--- src/rtl/spiq_pkg.sv ---
package spiq_pkg;
  // interrupt cause positions, shared by status and enable
  localparam int INT_W        = 16;
  localparam int INT_RX_READY = 0;
  localparam int INT_TX_REQ   = 4;
  localparam int INT_RX_OVF   = 8;
  localparam int INT_DONE     = 12;

  // control word layout
  localparam int TRIG_W          = 8;
  localparam int CTL_RX_TRIG_LSB = 0;
  localparam int CTL_TX_TRIG_LSB = 16;
  localparam int CTL_RX_FLUSH    = 15;
  localparam int CTL_TX_FLUSH    = 31;

  // packed count layout
  localparam int STA_RX_CNT_LSB = 0;
  localparam int STA_TX_CNT_LSB = 16;
  localparam int STA_CNT_W      = 7;

  // queue indices inside the datapath
  localparam int Q_RX = 0;
  localparam int Q_TX = 1;

  typedef struct packed {
    logic rxPush;
    logic rxPop;
    logic rxFlush;
    logic txPush;
    logic txPop;
    logic txFlush;
  } qStrobes_t;
endpackage

--- src/rtl/spiq_ring.sv ---
module spiq_ring #(
  parameter int DEPTH  = 64,
  parameter int DATA_W = 8,
  localparam int AW = (DEPTH > 1) ? $clog2(DEPTH) : 1,
  localparam int CW = $clog2(DEPTH + 1)
) (
  input  logic              clk,
  input  logic              rstN,
  input  logic              push,
  input  logic              pop,
  input  logic              flush,
  input  logic [DATA_W-1:0] pushData,
  output logic [DATA_W-1:0] popData,
  output logic [CW-1:0]     count
);
  logic [DATA_W-1:0] mem [DEPTH];
  logic [AW-1:0]     wrPtr, rdPtr;

  function automatic logic [AW-1:0] nextPtr(input logic [AW-1:0] p);
    return (p == AW'(DEPTH - 1)) ? '0 : p + 1'b1;
  endfunction

  always_ff @(posedge clk) begin
    if (push && !flush) mem[wrPtr] <= pushData;
  end

  always_ff @(posedge clk) begin
    if (!rstN || flush) begin
      wrPtr <= '0;
      rdPtr <= '0;
      count <= '0;
    end else begin
      if (push) wrPtr <= nextPtr(wrPtr);
      if (pop)  rdPtr <= nextPtr(rdPtr);
      case ({push, pop})
        2'b10:   count <= count + 1'b1;
        2'b01:   count <= count - 1'b1;
        default: count <= count;
      endcase
    end
  end

  assign popData = mem[rdPtr];

  AST_COUNT_BOUND: assert property (@(posedge clk) disable iff (!rstN) count <= CW'(DEPTH)) else $error("count above depth");
  AST_NO_OVERFLOW: assert property (@(posedge clk) disable iff (!rstN) push |-> count != CW'(DEPTH)) else $error("push into full ring");
  AST_NO_UNDERFLOW: assert property (@(posedge clk) disable iff (!rstN) pop |-> count != '0) else $error("pop of empty ring");
  AST_FLUSH_EMPTIES: assert property (@(posedge clk) disable iff (!rstN) flush |=> count == '0) else $error("flush left data");
endmodule

--- src/rtl/spiq_datapath.sv ---
module spiq_datapath import spiq_pkg::*; #(
  parameter int DEPTH  = 64,
  parameter int DATA_W = 8,
  localparam int CW = $clog2(DEPTH + 1)
) (
  input  logic              clk,
  input  logic              rstN,
  input  qStrobes_t         strobes,
  input  logic [DATA_W-1:0] rxPushData,
  input  logic [DATA_W-1:0] txPushData,
  output logic [DATA_W-1:0] rxPopData,
  output logic [DATA_W-1:0] txPopData,
  output logic [CW-1:0]     rxCount,
  output logic [CW-1:0]     txCount
);
  logic [1:0]        pushV, popV, flushV;
  logic [DATA_W-1:0] inD  [2];
  logic [DATA_W-1:0] outD [2];
  logic [CW-1:0]     cnt  [2];

  assign pushV[Q_RX]  = strobes.rxPush;
  assign pushV[Q_TX]  = strobes.txPush;
  assign popV[Q_RX]   = strobes.rxPop;
  assign popV[Q_TX]   = strobes.txPop;
  assign flushV[Q_RX] = strobes.rxFlush;
  assign flushV[Q_TX] = strobes.txFlush;
  assign inD[Q_RX]    = rxPushData;
  assign inD[Q_TX]    = txPushData;

  for (genvar gi = 0; gi < 2; gi++) begin : gQueue
    spiq_ring #(.DEPTH(DEPTH), .DATA_W(DATA_W)) uRing (
      .clk      (clk),
      .rstN     (rstN),
      .push     (pushV[gi]),
      .pop      (popV[gi]),
      .flush    (flushV[gi]),
      .pushData (inD[gi]),
      .popData  (outD[gi]),
      .count    (cnt[gi])
    );
  end

  assign rxPopData = outD[Q_RX];
  assign txPopData = outD[Q_TX];
  assign rxCount   = cnt[Q_RX];
  assign txCount   = cnt[Q_TX];
endmodule

--- src/rtl/spiq_ctrl.sv ---
module spiq_ctrl import spiq_pkg::*; #(
  parameter int DEPTH = 64,
  localparam int CW   = $clog2(DEPTH + 1)
) (
  input  logic             clk,
  input  logic             rstN,
  input  logic             ctlWr,
  input  logic [31:0]      ctlData,
  input  logic [INT_W-1:0] intEnable,
  input  logic [INT_W-1:0] statusClr,
  input  logic             xferDone,
  input  logic             rxPushReq,
  input  logic             rxPopReq,
  input  logic             txPushReq,
  input  logic             txPopReq,
  input  logic [CW-1:0]    rxCount,
  input  logic [CW-1:0]    txCount,
  output qStrobes_t        strobes,
  output logic [INT_W-1:0] intStatus,
  output logic             irq
);
  localparam int CMPW = ((CW > TRIG_W) ? CW : TRIG_W) + 1;

  logic [TRIG_W-1:0] rxTrigQ, txTrigQ;
  logic              rxFlushNow, txFlushNow;
  logic              rxFull, txFull;
  logic              overflowEvt;
  logic              rxReadyCond, txReqCond;
  logic [INT_W-1:0]  setVec;
  logic [INT_W-1:0]  statusQ;

  // trigger levels
  always_ff @(posedge clk) begin
    if (!rstN) begin
      rxTrigQ <= '0;
      txTrigQ <= '0;
    end else if (ctlWr) begin
      rxTrigQ <= ctlData[CTL_RX_TRIG_LSB +: TRIG_W];
      txTrigQ <= ctlData[CTL_TX_TRIG_LSB +: TRIG_W];
    end
  end

  // queue strobes: flush wins, full and empty gate the requests
  assign rxFlushNow = ctlWr & ctlData[CTL_RX_FLUSH];
  assign txFlushNow = ctlWr & ctlData[CTL_TX_FLUSH];
  assign rxFull     = (rxCount == CW'(DEPTH));
  assign txFull     = (txCount == CW'(DEPTH));

  always_comb begin
    strobes.rxFlush = rxFlushNow;
    strobes.txFlush = txFlushNow;
    strobes.rxPush  = rxPushReq & ~rxFull & ~rxFlushNow;
    strobes.txPush  = txPushReq & ~txFull & ~txFlushNow;
    strobes.rxPop   = rxPopReq & (rxCount != '0) & ~rxFlushNow;
    strobes.txPop   = txPopReq & (txCount != '0) & ~txFlushNow;
  end

  assign overflowEvt = rxPushReq & rxFull & ~rxFlushNow;
  assign rxReadyCond = (rxCount != '0) && (CMPW'(rxCount) >= CMPW'(rxTrigQ));
  assign txReqCond   = (CMPW'(txCount) <= CMPW'(txTrigQ));

  always_comb begin
    setVec               = '0;
    setVec[INT_RX_READY] = rxReadyCond;
    setVec[INT_TX_REQ]   = txReqCond;
    setVec[INT_RX_OVF]   = overflowEvt;
    setVec[INT_DONE]     = xferDone;
  end

  // per-bit status: level bits let a clear win for one cycle,
  // event bits let the set win so no event is lost
  for (genvar b = 0; b < INT_W; b++) begin : gStatus
    if (b == INT_RX_READY || b == INT_TX_REQ) begin : gLevel
      always_ff @(posedge clk) begin
        if (!rstN)             statusQ[b] <= 1'b0;
        else if (statusClr[b]) statusQ[b] <= 1'b0;
        else                   statusQ[b] <= statusQ[b] | setVec[b];
      end
    end else if (b == INT_RX_OVF || b == INT_DONE) begin : gEvent
      always_ff @(posedge clk) begin
        if (!rstN) statusQ[b] <= 1'b0;
        else       statusQ[b] <= setVec[b] | (statusQ[b] & ~statusClr[b]);
      end
    end else begin : gSpare
      assign statusQ[b] = 1'b0;
    end
  end

  assign intStatus = statusQ;
  assign irq       = |(statusQ & intEnable);

  AST_RX_READY_SET: assert property (@(posedge clk) disable iff (!rstN) (rxReadyCond && !statusClr[INT_RX_READY]) |=> intStatus[INT_RX_READY]) else $error("rx ready missed");
  AST_TX_REQ_SET: assert property (@(posedge clk) disable iff (!rstN) (txReqCond && !statusClr[INT_TX_REQ]) |=> intStatus[INT_TX_REQ]) else $error("tx request missed");
  AST_LEVEL_CLEAR: assert property (@(posedge clk) disable iff (!rstN) statusClr[INT_RX_READY] |=> !intStatus[INT_RX_READY]) else $error("level clear ignored");
  AST_DONE_WINS: assert property (@(posedge clk) disable iff (!rstN) xferDone |=> intStatus[INT_DONE]) else $error("done lost");
  AST_OVF_SET: assert property (@(posedge clk) disable iff (!rstN) (rxPushReq && rxFull && !rxFlushNow) |=> intStatus[INT_RX_OVF]) else $error("overflow not flagged");
  AST_STICKY: assert property (@(posedge clk) disable iff (!rstN) (intStatus[INT_DONE] && !statusClr[INT_DONE]) |=> intStatus[INT_DONE]) else $error("status not sticky");
  AST_IRQ_MASKED: assert property (@(posedge clk) disable iff (!rstN) (intEnable == '0) |-> !irq) else $error("irq while masked");
  AST_TRIG_LOAD: assert property (@(posedge clk) disable iff (!rstN) ctlWr |=> rxTrigQ == $past(ctlData[CTL_RX_TRIG_LSB +: TRIG_W])) else $error("trigger not loaded");
endmodule

--- src/rtl/spi_queue_irq.sv ---
module spi_queue_irq import spiq_pkg::*; #(
  parameter int DEPTH  = 64,
  parameter int DATA_W = 8
) (
  input  logic              clk,
  input  logic              rstN,
  input  logic              ctlWr,
  input  logic [31:0]       ctlData,
  input  logic [INT_W-1:0]  intEnable,
  input  logic [INT_W-1:0]  statusClr,
  input  logic              xferDone,
  input  logic              txPush,
  input  logic [DATA_W-1:0] txPushData,
  input  logic              txPop,
  output logic [DATA_W-1:0] txPopData,
  input  logic              rxPush,
  input  logic [DATA_W-1:0] rxPushData,
  input  logic              rxPop,
  output logic [DATA_W-1:0] rxPopData,
  output logic [31:0]       fifoStatus,
  output logic [INT_W-1:0]  intStatus,
  output logic              irq
);
  localparam int CW = $clog2(DEPTH + 1);

  qStrobes_t     strobes;
  logic [CW-1:0] rxCount, txCount;

  spiq_ctrl #(.DEPTH(DEPTH)) uCtrl (
    .clk       (clk),
    .rstN      (rstN),
    .ctlWr     (ctlWr),
    .ctlData   (ctlData),
    .intEnable (intEnable),
    .statusClr (statusClr),
    .xferDone  (xferDone),
    .rxPushReq (rxPush),
    .rxPopReq  (rxPop),
    .txPushReq (txPush),
    .txPopReq  (txPop),
    .rxCount   (rxCount),
    .txCount   (txCount),
    .strobes   (strobes),
    .intStatus (intStatus),
    .irq       (irq)
  );

  spiq_datapath #(.DEPTH(DEPTH), .DATA_W(DATA_W)) uData (
    .clk        (clk),
    .rstN       (rstN),
    .strobes    (strobes),
    .rxPushData (rxPushData),
    .txPushData (txPushData),
    .rxPopData  (rxPopData),
    .txPopData  (txPopData),
    .rxCount    (rxCount),
    .txCount    (txCount)
  );

  always_comb begin
    fifoStatus = '0;
    fifoStatus[STA_RX_CNT_LSB +: STA_CNT_W] = STA_CNT_W'(rxCount);
    fifoStatus[STA_TX_CNT_LSB +: STA_CNT_W] = STA_CNT_W'(txCount);
  end
endmodule

--- config.mk ---
export PLATFORM = sky130hd
export DESIGN_NAME = spi_queue_irq
export DESIGN_NICKNAME = d
export VERILOG_FILES = /design/src/rtl/spiq_pkg.sv /design/src/rtl/spiq_ring.sv /design/src/rtl/spiq_datapath.sv /design/src/rtl/spiq_ctrl.sv /design/src/rtl/spi_queue_irq.sv
export SDC_FILE = /design/constraint.sdc
export NUM_CORES = 1
export LEC_CHECK = 0
export BUFFER_PORTS_ARGS = -buffer_cell sky130_fd_sc_hd__buf_2
export CORE_ASPECT_RATIO = 1.2
export CORE_UTILIZATION = 37
export DETAILED_ROUTE_END_ITERATION = 6
export PLACE_DENSITY = 0.64
export SLEW_MARGIN = 10
export SYNTH_ARGS = -nofsm -noshare
export SYNTH_HDL_FRONTEND = slang
export SYNTH_SLANG_ARGS = --single-unit
--- constraint.sdc ---
create_clock -name clk -period 2.9 [get_ports clk]
set_input_delay 0.58 -clock clk [delete_from_list [all_inputs] [get_ports clk]]
set_output_delay 0.58 -clock clk [all_outputs]
set_load 0.01 [all_outputs]
Yosys cells after proc, flatten, opt, wreduce, memory -nomap -nowiden

Memory sizes are Yosys's and may differ from the RTL's. A register that Yosys moved wholly into a read port is not among the register bits.
Index checks and enable logic that the tools add are counted.

Bits in writable memories: 1024
Memories kept: 2
Input bits: 88
Bits in registers: 58

Reduce and logical (&&, ||, !) cells: 15
Muxes and demuxes: 14
Order comparisons: 2
Add/sub/neg operators: 8
Bitwise logic cells: 26
Eq/ne operators: 10

Memory list:

| name                      | words | width | rd ports | clocked after Yosys merged registers in | wr ports | line            | text |
|---|---|---|---|---|---|---|---|
| uData.gQueue[0].uRing.mem | 64    | 8     | 1        | 1                                       | 1        | spiq_ring.sv:16 | `logic [DATA_W-1:0] mem [DEPTH];` |
| uData.gQueue[1].uRing.mem | 64    | 8     | 1        | 1                                       | 1        | spiq_ring.sv:16 |  |

Operators with widths:

| cell                                                               | count |
|---|---|
| 6-bit 2-to-1 mux                                                   | 8 |
| 7-bit one-hot mux with 2 select lines                              | 2 |
| 6-bit by 1-bit adder with 6-bit output, second input constant      | 4 |
| 6-bit == test, second input constant                               | 4 |
| 13-bit by 16-bit AND with 16-bit output                            | 1 |
| 16-bit OR reduction                                                | 1 |
| 7-bit by 1-bit adder with 7-bit output, second input constant      | 2 |
| 1-bit AND                                                          | 14 |
| 7-bit == test, second input constant                               | 2 |
| 7-bit nonzero test                                                 | 2 |
| 7-bit by 1-bit subtractor with 7-bit output, second input constant | 2 |
| 7-bit by 8-bit greater-or-equal comparator with 1-bit output       | 1 |
| 7-bit by 8-bit <= comparator with 1-bit output                     | 1 |
| 1-bit NOT                                                          | 7 |
| 2-bit by 1-bit == test with 1-bit output, second input constant    | 2 |
| 2-bit == test, second input constant                               | 2 |
| 1-bit 2-to-1 mux                                                   | 4 |
| 1-bit OR                                                           | 4 |
| 2-bit nonzero test                                                 | 2 |
| 2-bit OR reduction                                                 | 2 |
| 1-bit logical AND                                                  | 3 |
| 1-bit zero test                                                    | 3 |
| 1-bit logical OR                                                   | 2 |

Depth between registers and ports, before layout

Gate-level depths: netlist of the first run.

Word-level depth: 7
Mapped depth: 13
Depth with buffers taken out: 12

Cells and area by module

Synthesis of the first run repeated with hierarchy kept, for this count alone.

Cells, all modules: 2312
Area total of the unflattened synthesis: 43887.1 um^2

Modules (own cells, without submodules):

| module                            | instances | seq. area each (um^2) | cells an instance | area each (um^2) |
|---|---|---|---|---|
| spiq_ring (uData.gQueue[0].uRing) | 1         | 15875.2               | 1082              | 21305.4 |
| spiq_ring (uData.gQueue[1].uRing) | 1         | 15875.2               | 1060              | 21111.5 |
| spiq_ctrl                         | 1         | 400.4                 | 151               | 1331.3 |
| spi_queue_irq                     | 1         | 0.0                   | 19                | 138.9 |

Worst setup path before layout of the first run

OpenSTA, ideal clock, no wires.

Path type: input to register
Start: in ctlWr
End: reg uData.gQueue[1].uRing.count[6]
Arrival time: 2.746 ns
Buffers on the path: 2
Path slack: 0.030 ns
Cell stages on the path: 13
Cells stage by stage: buf_4 -> nand2_1 -> o211a_1 -> clkbuf_1 -> ha_1 -> inv_1 -> fa_1 -> nor2b_1 -> o21a_1 -> o21a_1 -> o211ai_1 -> xnor2_1 -> nor2_1

Cells in the longest elaborated chain, start to end: 5
Elaborated cells between the ends (all ways): 9
Classes of those cells: eq/ne: 2; mux: 1; bitwise: 4; reduce/logical: 2

Ends and longest elaborated chain:

| item                                                                               | line                             | text |
|---|---|---|
| start: declaration                                                                 | spi_queue_irq.sv:7               | `input logic ctlWr,` |
| 1-bit AND (*)                                                                      | spiq_ctrl.sv:45                  | `assign txFlushNow = ctlWr & ctlData[CTL_TX_FLUSH];` |
| 1-bit NOT                                                                          | spiq_ctrl.sv:53, spiq_ctrl.sv:55 |  |
| 1-bit AND (on tied branches)                                                       | spiq_ctrl.sv:55, spiq_ctrl.sv:53 |  |
| 2-bit by 1-bit == test with 1-bit output / 2-bit == test (equally long branches)   | spiq_ring.sv:35                  | `case ({push, pop})` |
| 7-bit one-hot mux with 2 select lines / 2-bit nonzero test (equally long branches) | --                               |  |
| end signal: assignment                                                             | spiq_ring.sv:36                  | `2'b10: count <= count + 1'b1;` |
| end signal: assignment                                                             | spiq_ring.sv:37                  | `2'b01: count <= count - 1'b1;` |
| end signal: assignment                                                             | spiq_ring.sv:38                  | `default: count <= count;` |
| end: declaration                                                                   | spiq_ring.sv:14                  | `output logic [CW-1:0] count` |

Mark *: on every way between the ends. The rest lies on a longest branch, timed or not.
A chain may end at the register's enable or synchronous reset.

==> results.txt, run 1 <==
* Data arrival time of the critical path: 2.95 ns
- After synthesis the cells add up to 44000 um^2.
- Setup violations remaining at the end of the flow were counted as 16.
- Row cnt: 138
* Initial standard-cell utilization of the core: 0.373
- Number of iterations in the first detailed-routing pass: 7
- TritonCTS built the clock tree.
- DRC violation count after routing: 0
- Final slew viol count: 0
* Total routing usage reported by global routing: 0.169
* Number of synthesized flops with an enable pin: 1024
- Total number of clock tree sinks: 1094
- Final Net Count: 2941
- Post-Synthesis Cells: 2377
* Crit Path Max Fanout: 10
* CP required: 2.32 ns
- The worst setup path is captured at a primary output.
- Setup WS post-layout: -0.630 ns
- Dpl cells: 4196
- Worst hold endpoint: uCtrl.intStatus[12]
- At the end of routability-driven placement, the weighted congestion stood at 0.846.
* # H-tree levels: 3
- Of the post-synthesis cell area, the dominant cell type holds 0.698.
- Height of the die: 380 um
* Setup Skew: 0.0574 ns
- Averaged over all synthesized cells, the footprint is 18.5 um^2.
- The area growth from synthesis to layout is 21.2%.
- Counting cells, the worst reg-to-reg path comes to 11.
- Critical register-to-register path startpoint: uData.gQueue[0].uRing.count[0]
- In the final layout, the share of cells above drive strength 1 is 0.335.
- The final reports fail on setup timing.
* FMAX: 0.283 GHz
* Hold Path Depth: 2
- Nature of the critical path startpoint: register
- The endpoint identified for the worst register-to-register timing path is uData.gQueue[0].uRing.count[6].
- Buffers placed on the I/O ports in this run total 84.
- Area enclosed by the die boundary: 120000 um^2
- In this run the most critical hold path is launched from xferDone.
* Core region area: 118000 um^2
- The initial antenna violation count was 0.
- Hold repair after CTS inserted 0 buffers.
- Once detail routing completed, the nets flagged for antenna violations numbered 0.
* Via Count: 23466
- Peak supply drop: 0.000539 V
- The number of antenna diodes in the final layout is 0.
* Synth top area cells: edfxtp_1 (70%), mux4_2 (11%), dfxtp_1 (3.2%)
* I/O pins: 153
- In the finished design, the share of the clock period the worst path needs comes to 1.22.
- Die width: 317 um
- Final-report hold violation count: 0
- Distinct cell type count of the synthesized netlist: 77
- Per-cell routed wire length: 23.1 um
- Vias in the first global route: 24486
- After clock tree synthesis, the clock-pin slew on the worst setup and hold paths is 0.06 ns.
- GR Overflow Total: 0
- Count of routing violations after the opening detailed-route iteration: 1790
* CTS max path bufs: 3
* Buffer type at the clock tree root: clkbuf_16
- Largest net degree at the start of global routing: 65
* First-pass GRT wire length: 152 mm
* Number of buffers added by the clock tree synthesis step: 106
- At the pin with the least slew margin, the transition time is 0.878 ns.
* Post-detailed-route via-to-cell ratio: 5.27
- Max-slew headroom: 0.414
- Later-pin clock latency in the skew report: 0.69 ns
* Static power due to leakage: 17.3 nW
* Worst R2R Setup Slack: 0.15 ns
- For this run, the number of Yosys warnings is 0.
- Wires add up to 103 mm.
* Final cell count without fillers: 4451
- Post-layout power: 34.3 mW
- Setup repair after global routing could not meet its margin everywhere.
- Sequential area share after synthesis: 0.730
* Max-capacitance violation count: 0
- Seq cells post-synth: 1094
- Type of the worst min-delay path: in2reg
- Shortest period the worst path allows: 3.53 ns
- The setup path with the least slack is of type reg2out.
- For this run, asynchronously set or reset flops after synthesis account for 0.
- Result of the run: finished, violations left
- Dividing total power by cell area gives a power density of 643 nW/um^2.
* Half-perimeter wire length of the detailed placement result: 65.9 mm
- Commonest register cell after synthesis: edfxtp_1
* Synth area leader: edfxtp_1
[worst max path at each step]
stage,from,endpoint,cells after the start
after floorplan,ctlWr,uData.gQueue[1].uRing.count[6],13
after global placement,register,rxPopData[1],7
after detailed placement,ctlWr,uData.gQueue[1].uRing.count[6],12
after CTS,register,rxPopData[1],8
after global routing,register,rxPopData[0],7
final,register,rxPopData[0],7
[flip-flops by register name (all words and copies together), names as in the netlist, named ones only]
name,count
uCtrl.rxTrigQ,8
uCtrl.txTrigQ,8
uCtrl.intStatus,4
uData.gQueue.uRing.mem,1024
uData.gQueue.uRing.rdPtr,12
uData.gQueue.uRing.wrPtr,12
uData.gQueue.uRing.count,14
[layout by cell type, fill, tap and decap left out, types with 20 or more instances in the layout]
cell / netlist / layout
inv_1: 26 / 26
nand2_1: 80 / 67
ha_1: 30 / 30
mux2i_1: 103 / 92
a21oi_1: 49 / 37
buf_2: 29 / 81
buf_6: 19 / 20
clkinv_1: 0 / 21
a211oi_1: 34 / 21
nand3_1: 28 / 26
clkbuf_16: 0 / 112
mux4_2: 217 / 220
a22oi_1: 35 / 25
buf_4: 53 / 300
nor2b_1: 58 / 55
clkinv_2: 0 / 20
conb_1: 1 / 30
buf_12: 3 / 38
edfxtp_1: 1024 / 1024
nor2_1: 191 / 188
dfxtp_1: 70 / 61
[layout make-up]
class	instances	area, um^2
multi-input cells	1132	11500
clock buffers	127	2770
well taps	1540	1930
clock inverters	71	749
repair buffers	460	4130
inverters	27	106
fillers	9927	64600
flip-flops and latches	1094	32200
[repair_timing]
action                                  4_1_cts  5_1_grt
pin swaps                                    13       33
hold endpoints to repair                      0        0
cloned                                        8        4
gates resized for setup                     102      109
buffers inserted                             22       26
endpoints found under the setup margin       16       18
[metrics by stage]
| step | setup slack, ns | utilization | TNS (ns) | hold slack (ns) | cell area, um^2 |
|---|---|---|---|---|---|
| after global placement | -0.108 | 0.408 | -0.465 | 0.502 | 48100 |
| final | -0.630 | 0.452 | -8.47 | 0.127 | 53400 |
| after global routing | -0.719 | 0.452 | -9.89 | 0.107 | 53400 |
| after detailed placement | -0.112 | 0.408 | -0.945 | 0.510 | 48100 |
| after floorplan | 0.0302 | - | 0 | 0.483 | 44100 |
| after CTS | -0.672 | 0.446 | -9.49 | 0.0844 | 52600 |
[metal layers]
layer	part of all wire	vias up	GRT usage
met2	0.53	759	0.297
met1	0.38	12103	0.205
met4	0.039	0	0.0678
li1	-	10396	-
met5	0	-	0
met3	0.053	208	0.0271
[critical path: stages, from the launching register on]
cell and delay [ns]:
dfxtp_4 0.43, buf_12 0.18, mux4_2 0.51, mux2i_1 0.20, a211o_1 0.25, a31oi_2 0.14
or3_4 0.37, buf_2 0.16
[logic make-up after synthesis]
family	synth area share
fa+ha+maj	0.00944
simple gates	0.0524
buf+inv	0.0264
other cells	0.0000852
xor+xnor	0.00398
flops	0.730
mux	0.138
compound gates	0.0397
[cells in the mapped netlist, drive strengths merged, types with 4 or more instances]
library cell / n
edfxtp: 1024
mux4: 222
nor2: 191
buf: 120
mux2i: 103
nand2: 80
dfxtp: 70
nor2b: 58
a21oi: 49
a211oi: 35
a22oi: 35
clkbuf: 33
o21ai: 32
ha: 30
nand3: 30
inv: 27
nor3: 24
nand2b: 20
nand3b: 17
o22ai: 17
xor2: 14
a2111oi: 11
a31oi: 10
a221oi: 9
nand4: 8
o21a: 8
a22o: 7
and3: 7
a21o: 6
and2: 6
nor4: 6
o211ai: 6
or3: 6
or3b: 6
xnor2: 6
nand4b: 4
[power breakdown]
group / internal (mW) / switching [mW]
Combinational: 1.50 / 1.59
Clock: 7.86 / 5.98
Sequential: 17.3 / 0.0769
Total: 26.7 / 7.65
No activity file was read; power rests on OpenSTA's default activity.
==> run 2, diff against run 1 <==
PLACE_DENSITY = unset   (was 0.64)
PLACE_DENSITY_LB_ADDON = 0.12   (was unset)
==> run 2 against run 1 <==
- the run still ends with setup timing left
- largest power group unchanged
- core utilization about the same
- sequential share of layout area about the same
- global-route usage increased by 2.0 points
- register-to-register slack improved by 0.03 ns
- via count decreased by 1.3%
- combinational power decreased by 2%
- die area unchanged
- routed wire length increased by 9.5%
- non-clock buffer count increased by 25
- first-iteration DRC count decreased by 18%
- flip-flop and latch count unchanged
==> results.txt, run 2 (synthesis gave the netlist of run 1 again) <==
- uData.gQueue.uRing.mem holds more flip-flops than any other register.
- Core region area: 118000 um^2
- Type of the worst min-delay path: in2reg
- Nature of the critical path startpoint: register
* Final slew viol count: 0
* Post-detailed-route via-to-cell ratio: 5.16
- Number of buffers and inverters on the critical path: 3
- Clock-pin slew was measured on the worst setup and hold paths at 0.06 ns.
- The clock drives 1094 sinks.
* Count of routing violations after the opening detailed-route iteration: 1473
- In this run, CTS created clock tree buffers numbering 111.
* Via Count: 23157
* Vias in the first global route: 24750
* Worst setup timing slack at the placement stage: -0.209 ns
- Of all nets on the critical path, the largest fanout is 11.
- I/O pins: 153
* Final cell count without fillers: 4485
- In the final layout, the share of cells above drive strength 1 is 0.336.
* Per-cell routed wire length: 25.1 um
- Detailed placement finished with a half-perimeter wire length of 74.0 mm.
- Among all stages on the critical path, the largest delay is contributed by mux4_2.
- Largest net degree at the start of global routing: 65
* Data arrival time of the critical path: 2.96 ns
- For the final database, setup skew stands at 0.0267 ns.
* Routability congestion estimate: 0.804
* Most frequent cells in the layout: edfxtp_1 (1024), buf_4 (334), mux4_2 (219)
- Total routing usage reported by global routing: 0.189
- The hold violation total from the final report was 0.
* # H-tree levels: 3
- The checks that failed: setup timing.
- For this design the static power due to leakage is 17.4 nW.
- Final cycle utilization of the critical path: 1.22
- Kind of critical path: reg2out
* Number of iterations in the first detailed-routing pass: 7
* Later-pin clock latency in the skew report: 0.71 ns
- Area enclosed by the die boundary: 120000 um^2
- From synthesis to final layout, the design area changed by 21.3%.
- Post-layout power: 34.8 mW
- The floorplan step set the die width to 317 um.
* Setup repair after global routing missed its margin: yes
- The worst setup path is captured at a primary output.
* Detail Route Antenna Nets: 0
* Buffer type at the clock tree root: clkbuf_16
- Largest register FFs: 1024
- Total non-filler cell area in the finished layout: 53400 um^2
- Once placement finished, the instance area stood at 48600 um^2.
- Setup slack on the critical path of the routed design comes to -0.643 ns.
- After detailed routing, the number of remaining DRC violations is 0.
- CP required: 2.32 ns
- Commonest non-fill, non-tap cell in the layout: edfxtp_1
* Max-slew headroom: 0.335
- The largest registers in the layout are uData.gQueue.uRing.mem x1024, uData.gQueue.uRing.count x14.
* Delay of the slowest critical-path stage: 0.61 ns
- Dpl cells: 4246
* Worst path top cell family by delay: compound AO/OA/AOI/OAI gates
* Initial standard-cell utilization of the core: 0.373
* Setup Viol. Count Final: 16
* Transition at the pin with the smallest max-transition slack: 0.998 ns
- Power Density: 652 nW/um^2
* TritonCTS clock tree: yes
- Measured along the y axis, the die boundary spans 380 um.
* First-pass GRT wire length: 166 mm
- The initial antenna violation count came to 3.
* Final Net Count: 2971
- In this run the deepest clock path goes through 3 buffers.
- The flow ran to the end, but the final reports show violations.
- Traced cell by cell, the critical path runs through buf_12 > mux4_2 > a22o_1 > a221oi_4 > buf_4 > o221ai_4 > buf_2.
- Peak supply drop: 0.000501 V
* Shortest period the worst path allows: 3.54 ns
* Row cnt: 138
- Number of buffers inserted by hold repair at cts: 0
* Max-capacitance violation count: 0
- Port Buffer Count: 84
- GR Overflow Total: 0
- FMAX: 0.282 GHz
* Wire length after detailed routing: 113 mm
* # fillers: 10243
[run 2: cell type report]
class                   count  area (um^2)  area share
clock buffers             134         2940      0.0550
repair buffers            485         4150      0.0778
clock inverters            72          721      0.0135
flip-flops and latches   1094        32200       0.603
well taps                1540         1930      0.0361
diodes                      1         2.50   0.0000469
inverters                  27          101     0.00190
multi-input cells        1132        11400       0.213
[run 2: worst paths after layout]
kind | startpoint | to | slack (ns) | cells past startpoint
setup / recovery | register | txPopData[2] | -0.64 | 7
hold / removal | xferDone | uCtrl.intStatus[12] | 0.09 | 2
setup reg to reg | uData.gQueue[0].uRing.count[3] | uData.gQueue[0].uRing.count[6] | 0.18 | 11
hold reg to reg | uCtrl.rxTrigQ[3] | uCtrl.rxTrigQ[3] | 0.53 | 2
[run 2: metrics by stage]
step	setup TNS (ns)	util	hold WS, ns
floorplan	0	-	0.483
global placement	-2.50	0.412	0.502
detailed placement	-2.36	0.412	0.514
CTS	-10.24	0.450	0.0347
global route	-10.48	0.453	0.0808
finish	-9.04	0.453	0.0945
[run 2: power breakdown]
part           leakage (nW)  internal (mW)  total, mW  switching [mW]
combinational          5.81           1.46       3.04            1.58
sequential             9.78           17.3       17.4          0.0827
clock                  1.77           8.36       14.4            6.02
[run 2: routing by layer]
layer	track usage	vias to the layer above	share of wire	routed length (um)
met2	0.340	463	0.54	60600
met3	0.0256	140	0.037	4220
met4	0.0621	2	0.026	2980
met5	0	-	0.000098	11
li1	-	10460	-	-
met1	0.231	12092	0.40	44800
[run 2: timing repair]
action / in CTS / in global routing
cloned: 4 / 1
gates resized for setup: 114 / 58
setup endpoints to repair: 16 / 20
setup buffers: 23 / 6
pin swaps: 18 / 18
[run 2: worst register-to-register path, stage by stage, from the launching register on]
cell      delay, ns
dfxtp_1        0.33
nor4_4         0.37
nand3b_1       0.15
and3_4         0.22
ha_2           0.20
buf_4          0.16
ha_1           0.32
nor4bb_1       0.16
a211oi_1       0.28
o211ai_1       0.19
xnor2_1        0.18
nor2_1         0.05
